[src/rtl/vfmt_pkg.sv]
package vfmt_pkg;
  typedef enum logic [1:0] {
    FMT_GBR444  = 2'b00,
    FMT_YC444   = 2'b01,
    FMT_YC422_2 = 2'b10,
    FMT_YC422_1 = 2'b11
  } fmt_e;
endpackage

[src/rtl/vfmt_mode_ctl.sv]
module vfmt_mode_ctl
  import vfmt_pkg::*;
(
  input  logic       clk,
  input  logic       rst_n,
  input  logic       generic_mode,
  input  logic [1:0] cfg,
  input  logic       sync_n,
  output fmt_e       fmt_eff
);
  logic sync_d_q, sync_d_n;
  logic pend_q, pend_n;
  fmt_e mode_q, mode_n;

  // Edge 1 after a sync change arms the capture; edge 2 performs it.
  always_comb begin
    sync_d_n = sync_n;
    pend_n   = (sync_n != sync_d_q);
    mode_n   = pend_q ? fmt_e'(cfg) : mode_q;
  end

  always_ff @(posedge clk or negedge rst_n) begin
    if (!rst_n) begin
      sync_d_q <= 1'b1;
      pend_q   <= 1'b0;
      mode_q   <= FMT_GBR444;
    end else begin
      sync_d_q <= sync_d_n;
      pend_q   <= pend_n;
      mode_q   <= mode_n;
    end
  end

  assign fmt_eff = generic_mode ? fmt_e'(cfg) : mode_q;
endmodule

[src/rtl/vfmt_phase_seq.sv]
module vfmt_phase_seq #(
  parameter int unsigned SEQ_LEN = 4,
  localparam int unsigned PW = $clog2(SEQ_LEN)
) (
  input  logic          clk,
  input  logic          rst_n,
  input  logic          act,
  output logic [PW-1:0] idx
);
  logic          act_d_q;
  logic [PW-1:0] ph_q, ph_n;

  // Restart the order on the first active edge after an inactive one.
  assign idx = (act && !act_d_q) ? '0 : ph_q;

  always_comb begin
    ph_n = '0;
    if (act) ph_n = idx + PW'(1);
  end

  always_ff @(posedge clk or negedge rst_n) begin
    if (!rst_n) begin
      act_d_q <= 1'b0;
      ph_q    <= '0;
    end else begin
      act_d_q <= act;
      ph_q    <= ph_n;
    end
  end
endmodule

[src/rtl/mux_video_formatter.sv]
module mux_video_formatter
  import vfmt_pkg::*;
#(
  parameter int unsigned DW = 10
) (
  input  logic          clk,
  input  logic          rst_n,
  input  logic          generic_mode,
  input  logic          cfg_hi,
  input  logic          cfg_lo,
  input  logic          sync_n,
  input  logic          blank_n,
  input  logic [DW-1:0] port_a,
  input  logic [DW-1:0] port_b,
  input  logic [DW-1:0] port_c,
  output logic [DW-1:0] comp0_out,
  output logic [DW-1:0] comp1_out,
  output logic [DW-1:0] comp2_out,
  output logic          out_valid,
  output logic          sync_flag
);
  localparam int unsigned    SEQ_LEN  = 4;
  localparam int unsigned    PW       = $clog2(SEQ_LEN);
  localparam logic [DW-1:0]  LUMA_BLK = DW'(1) << (DW - 4);
  localparam logic [DW-1:0]  CHR_MID  = DW'(1) << (DW - 1);

  fmt_e          fmt;
  logic          act;
  logic [PW-1:0] idx;

  logic [DW-1:0] c0_q, c1_q, c2_q, c0_n, c1_n, c2_n;
  logic [DW-1:0] cb_q, cr_q, cb_n, cr_n;
  logic          vld_q, vld_n, sf_q, sf_n;

  assign act = sync_n && blank_n;

  vfmt_mode_ctl u_mode (
    .clk          (clk),
    .rst_n        (rst_n),
    .generic_mode (generic_mode),
    .cfg          ({cfg_hi, cfg_lo}),
    .sync_n       (sync_n),
    .fmt_eff      (fmt)
  );

  vfmt_phase_seq #(.SEQ_LEN(SEQ_LEN)) u_seq (
    .clk   (clk),
    .rst_n (rst_n),
    .act   (act),
    .idx   (idx)
  );

  always_comb begin
    c0_n  = c0_q;
    c1_n  = c1_q;
    c2_n  = c2_q;
    cb_n  = cb_q;
    cr_n  = cr_q;
    vld_n = 1'b0;
    sf_n  = 1'b0;
    if (!sync_n) begin
      c0_n = '0;
      c1_n = '0;
      c2_n = '0;
      cb_n = CHR_MID;
      cr_n = CHR_MID;
      sf_n = !generic_mode;
    end else if (!blank_n) begin
      c0_n = LUMA_BLK;
      c1_n = (fmt == FMT_GBR444) ? LUMA_BLK : CHR_MID;
      c2_n = (fmt == FMT_GBR444) ? LUMA_BLK : CHR_MID;
      cb_n = CHR_MID;
      cr_n = CHR_MID;
    end else begin
      unique case (fmt)
        FMT_GBR444, FMT_YC444: begin
          c0_n  = port_a;
          c1_n  = port_b;
          c2_n  = port_c;
          vld_n = 1'b1;
        end
        FMT_YC422_2: begin
          c0_n  = port_a;
          vld_n = 1'b1;
          if (!idx[0]) begin
            c1_n = port_c;
            c2_n = cr_q;
            cb_n = port_c;
          end else begin
            c1_n = cb_q;
            c2_n = port_c;
            cr_n = port_c;
          end
        end
        FMT_YC422_1: begin
          if (idx[0]) begin
            c0_n  = port_a;
            c1_n  = cb_q;
            c2_n  = cr_q;
            vld_n = 1'b1;
          end else if (idx[1]) begin
            cr_n = port_a;
          end else begin
            cb_n = port_a;
          end
        end
        default: ;
      endcase
    end
  end

  always_ff @(posedge clk or negedge rst_n) begin
    if (!rst_n) begin
      c0_q  <= '0;
      c1_q  <= '0;
      c2_q  <= '0;
      cb_q  <= CHR_MID;
      cr_q  <= CHR_MID;
      vld_q <= 1'b0;
      sf_q  <= 1'b0;
    end else begin
      c0_q  <= c0_n;
      c1_q  <= c1_n;
      c2_q  <= c2_n;
      cb_q  <= cb_n;
      cr_q  <= cr_n;
      vld_q <= vld_n;
      sf_q  <= sf_n;
    end
  end

  assign comp0_out = c0_q;
  assign comp1_out = c1_q;
  assign comp2_out = c2_q;
  assign out_valid = vld_q;
  assign sync_flag = sf_q;
endmodule

[config.mk]
export PLATFORM = sky130hd
export DESIGN_NAME = mux_video_formatter
export DESIGN_NICKNAME = d
export VERILOG_FILES = /design/src/rtl/vfmt_pkg.sv /design/src/rtl/vfmt_mode_ctl.sv /design/src/rtl/vfmt_phase_seq.sv /design/src/rtl/mux_video_formatter.sv
export SDC_FILE = /design/constraint.sdc
export NUM_CORES = 1
export LEC_CHECK = 0
export CAP_MARGIN = 10
export CORE_ASPECT_RATIO = 1.75
export CORE_UTILIZATION = 28
export CTS_CLUSTER_DIAMETER = 150
export DETAILED_ROUTE_END_ITERATION = 8
export PLACE_DENSITY_LB_ADDON = 0.12
export RECOVER_POWER = 100
export SLEW_MARGIN = 0
export SYNTH_ARGS = -nofsm -noshare
export SYNTH_HDL_FRONTEND = slang
export SYNTH_SLANG_ARGS = --single-unit
[constraint.sdc]
create_clock -name clk -period 1.7 [get_ports clk]
set_input_delay 0.17 -clock clk [delete_from_list [all_inputs] [get_ports clk]]
set_output_delay 0.17 -clock clk [all_outputs]
set_load 0.005 [all_outputs]
# Word level (Yosys, flattened, before mapping)
# Index checks and enable logic that the tools add are counted.
# word_totals
ff_bits	59
latch_bits	0
ram_bits	0
romBits	0
in_bits	37
out_inout_bits	32
memories	0
# classes
n_addsub	1
mul	0
n_div	0
order_cmp	0
n_eq_ne	9
shift	0
n_mux	33
bitwise_logic	0
n_reduce_logical	9
# op_table
op	n
10-bit 2-to-1 mux	20
10-bit one-hot mux with 2 select lines	3
10-bit one-hot mux with 3 select lines	2
4-bit inequality test, second input constant	3
2-bit 2-to-1 mux	3
3-bit AND reduction	2
2-bit == test, second input constant	2
1-bit 2-to-1 mux	4
4-bit by 2-bit inequality test with 1-bit output, second input constant	1
4-bit by 3-bit inequality test with 1-bit output, second input constant	1
3-bit OR reduction	1
2-bit by 1-bit adder with 2-bit output, second input constant	1
2-bit by 1-bit == test with 1-bit output, second input constant	1
1-bit logical AND	2
1-bit logical NOT	2
2-bit logical NOT	1
1-bit one-hot mux with 2 select lines	1
2-bit OR reduction	1
1-bit inequality test	1

# Logic depth before layout (Yosys ltp)
# logic_depth
depth_word	8
depth_mapped	7

# Modules after synthesis
# A second synthesis with hierarchy kept.
# hier_totals
cells_unflattened	268
hier_area_um2	3011.6
# by_module_without_submodules
mod	instances	cells_per_inst	area_per_inst_um2	seq_area_each_um2
mux_video_formatter	1	250	2738.9	1303.8
vfmt_mode_ctl	1	9	155.1	101.3
vfmt_phase_seq	1	9	117.6	75.1

# Least setup slack after synthesis
# No wires, ideal clock.
# synth_path
path_type	register -> register
from	register u_seq.act_d_q
to	register c2_q[6], in the netlist comp2_out[6]
arrival_ns	1.399
path_slack_ns	0.180
path_stages_with_launch	6
n_path_buf	1
path_cell_list	dfrtp_1 -> nand3b_4 -> buf_2 -> a211oi_1 -> o221ai_1 -> a32o_1
# synth_between
elab_chain_len	7
word_cells_on_any_way	8
cone_classes	eq/ne (1); mux (5); reduce/logical (2)
# synth_rtl
item	line_no	source
start: declaration	vfmt_phase_seq.sv:10	logic act_d_q;
start signal: assignment	vfmt_phase_seq.sv:26	act_d_q <= act;
1-bit logical NOT *	vfmt_phase_seq.sv:14	assign idx = (act && !act_d_q) ? '0 : ph_q;
1-bit logical AND *	vfmt_phase_seq.sv:14	
2-bit 2-to-1 mux *	vfmt_phase_seq.sv:14	
10-bit 2-to-1 mux	mux_video_formatter.sv:85	if (!idx[0]) begin
10-bit one-hot mux with 3 select lines	mux_video_formatter.sv:75	unique case (fmt)
10-bit 2-to-1 mux	mux_video_formatter.sv:68	end else if (!blank_n) begin
10-bit 2-to-1 mux	mux_video_formatter.sv:61	if (!sync_n) begin
end signal: assignment	mux_video_formatter.sv:124	c2_q <= c2_n;
end: declaration	mux_video_formatter.sv:31	logic [DW-1:0] c0_q, c1_q, c2_q, c0_n, c1_n, c2_n;
# Mark *: on every way between the ends. The rest lies on a longest branch, timed or not.
# A chain may end at the register's enable or synchronous reset.

# Final worst setup path
# layout_path
from	input blank_n
to	register c1_q[6], in the netlist comp1_out[6]
# layout_between
elab_chain_len	7
word_cells_on_any_way	8
cone_classes	eq/ne (1); mux (5); reduce/logical (2)
# layout_rtl
item	line_no	source
start: declaration	mux_video_formatter.sv:12	input logic blank_n,
1-bit logical AND	mux_video_formatter.sv:35	assign act = sync_n && blank_n;
1-bit logical AND	vfmt_phase_seq.sv:14	
2-bit 2-to-1 mux	vfmt_phase_seq.sv:14	
10-bit 2-to-1 mux	--	
10-bit one-hot mux with 3 select lines	mux_video_formatter.sv:75	
10-bit 2-to-1 mux	mux_video_formatter.sv:68	
10-bit 2-to-1 mux	mux_video_formatter.sv:61	
end signal: assignment	mux_video_formatter.sv:123	c1_q <= c1_n;
end: declaration	mux_video_formatter.sv:31	
# Parallel ways exist; a longest one is shown, timed or not.

==> impl_metrics.tcl <==
set metrics [dict create \
    ys_warn_count 0 \
    cts.sinks 59 \
    crit_path_start_kind "primary input" \
    hold_viol 0 \
    relSlewSlack_pct 38.0 \
    path_max_fanout 10 \
    viasPerCell 5.48 \
    place_hpwl_um 8250 \
    power.leakage_nw 2.22 \
    synth_nets 351 \
    htree_levels 3 \
    ys_async_sr_fraction_pct 100 \
    critPathArrivalTime_ns 1.88 \
    holdPathEnd "u_mode.mode_q[1]$_DFFE_PN0P_" \
    slew_viol_final 0 \
    grt_overflow 0 \
    die_w_um 83.3 \
    grt_pass1_vias 3185 \
    synth_cell_types 54 \
    clk_pin_slew_ns 0.05 \
    postRouteAntennaNets 0 \
    num_rows 51 \
    synth_top_area_share_pct 43.2 \
    holdPathStages 2 \
    finalSetupViolCount 0 \
    synthFlopType "dfrtp_1" \
    hold_start "cfg_hi" \
    num-nets-final 470 \
    yosys-top-cells-area "dfrtp_1, a211oi_1, a221o_1, o32ai_1, a21o_1" \
    reg2reg_slack_ns 0.06 \
    status "finished, final reports clean" \
    syn_to_final_growth_pct 49.8 \
    tightest_slew_ns 0.930 \
    period_needed_ns 1.66 \
    layout_commonest_cell "dfrtp_1" \
    antenna_cells 0 \
    dr.pass1.iters 4 \
    hold_path_class "primary input to flip-flop" \
    cp.required_ns 1.91 \
    ios 69 \
    drc_errors 0 \
    clock-root-buffer "clkbuf_16" \
    grt_pass1_wl_um 17200 \
    fin_util_pct 43.2 \
    final_cells 568 \
    wl_um 10900 \
    wl_per_cell_um 19.1 \
    synth-seq-area-share_pct 45.7 \
    crit-reg2reg-launch "u_seq.act_d_q$_DFF_PN0_" \
    ir_worst_vdd_mv 0.605 \
    netlist_area_um2 3240 \
    fillers 1096 \
    layout_common_cells "dfrtp_1, buf_4, dlygate4sd3_1, clkdlybuf4s50_1, nand2_1" \
    start_util_pct 28.9 \
    critPathKind "primary input to flip-flop" \
    vias 3113 \
    grt_max_degree 46 \
    die_area_um2 12000 \
    fmaxAchievable_ghz 0.601 \
    port_buffers 68 \
    synth-edff-count 0 \
    routabilityCongestion 0.865 \
    synth_top_cell_by_area "dfrtp_1" \
    dr.first_iter.drc_count 93 \
    grt_util_all_layers_pct 18.8 \
    synth_seq_cells 59 \
    drive_above_1_share_pct 24.1 \
    finalClockSkew_ns 0.00466 \
    syn_avg_cell_area_um2 10.3 \
    syn_inst 314 \
    cts_buffers 9 \
    cts_buffer_depth 2 \
    worstSetupEndpointType "flip-flop" \
    die_height_um 144 \
    ff2ff_path_depth 5 \
    r2r-end "comp1_out[6]$_DFFE_PN0P_" \
    grt_antenna_before_repair 0 \
    period_share_pct 97.9 \
    power_density_nw_per_um2 869 \
    max_cap_viol_count 0 \
    insertion_delay_ns 0.33 \
    tritoncts "yes" \
    place_inst 550 \
    core_area_um2 11200 \
]
-- timing repair --
item | CTS | global route
resized for setup | 5 | 12
pin swaps | 0 | 2
setup buffers | 0 | 3
hold buffers | 1 | 0
setup endpoints to repair | 27 | 33
hold endpoints to repair | 13 | 0
-- where the power goes --
group | internal, mW | total [mW] | switching (mW)
combinational | 0.465 | 0.897 | 0.433
sequential | 1.49 | 1.55 | 0.0550
clock | 1.15 | 1.77 | 0.622
total | 3.11 | 4.22 | 1.11
-- state kept, by name (all words and copies together), names as in the netlist --
| register | count |
|---|---|
| u_mode.mode_q | 2 |
| u_mode.pend_q | 1 |
| comp1_out | 10 |
| cb_q | 10 |
| u_seq.act_d_q | 1 |
| u_mode.sync_d_q | 1 |
| comp2_out | 10 |
| cr_q | 10 |
| out_valid | 1 |
| comp0_out | 10 |
| sync_flag | 1 |
| u_seq.ph_q | 2 |
-- critical path: stages --
cell and delay, ns:
clkdlybuf4s50_1 0.45, buf_4 0.17, nand3b_4 0.17, buf_4 0.20
a211oi_1 0.27, o2111ai_1 0.16, a32o_1 0.28
-- layout make-up --
type,count,area [um2],share of cell area (%)
inverters,12,45.0,0.928
flip-flops and latches,59,1480,30.5
clock buffers,11,243,5.00
multi-input cells,218,1610,33.1
clock inverters,3,40.0,0.825
well taps,132,165,3.40
repair buffers,133,1270,26.2
-- stage by stage --
step	setup WS [ns]	instance area [um2]	hold WS, ns	total power [mW]	setup TNS, ns
2_1_floorplan	0.180	3240	-0.126	1.95	0
3_3_place_gp	-0.487	4500	0.122	2.46	-16.43
3_5_place_dp	-0.555	4500	0.129	2.47	-18.87
4_1_cts	0.0182	4810	0.266	4.28	0
5_1_grt	-0.00155	4860	0.310	4.41	-0.00166
6_report	0.0365	4860	0.277	4.22	0
-- synth_stat cells, types with 2 or more instances --
library cell / number
a211oi_1: 22
a21o_1: 12
a21oi_1: 11
a221o_1: 16
a22o_1: 9
a311oi_1: 8
a31oi_1: 3
a32o_1: 2
and2_1: 12
and3_1: 13
and4b_1: 2
buf_2: 12
buf_4: 3
buf_6: 4
clkbuf_1: 5
dfrtp_1: 56
dfstp_2: 3
inv_1: 12
mux2_2: 2
nand2_1: 22
nand3_1: 2
nor2_1: 14
nor2_2: 3
nor2b_1: 2
nor3_1: 2
o211ai_1: 2
o21ai_0: 13
o31ai_1: 10
o32ai_1: 11
xor2_1: 2
-- logic make-up after synthesis --
group           synth area share [%]
compound gates                  31.2
flops                           45.7
xor+xnor                       0.540
simple gates                    15.1
buf+inv                         6.02
mux                             1.47
-- worst max-delay path by stage --
stage	from	end	slack (ns)
after detailed placement	generic_mode	comp2_out[1]$_DFFE_PN0P_	-0.55
after global routing	blank_n	comp2_out[6]$_DFFE_PN0P_	-0.002
after floorplan	u_seq.act_d_q$_DFF_PN0_	comp2_out[6]$_DFFE_PN0P_	0.18
final	blank_n	comp1_out[6]$_DFFE_PN0P_	0.04
after global placement	generic_mode	comp2_out[0]$_DFFE_PN0P_	-0.49
after CTS	cfg_hi	cr_q[7]$_DFFE_PN0P_	0.02
-- routing by layer --
metal | global-route usage [%] | share of wire, % | vias to the layer above
met5 | 0 | 0 | -
met4 | 9.98 | 4.0 | 0
met3 | 3.65 | 3.7 | 20
met2 | 32.9 | 52 | 91
met1 | 21.6 | 40 | 1539
li1 | - | - | 1463
No activity file was read; power rests on OpenSTA's default activity.
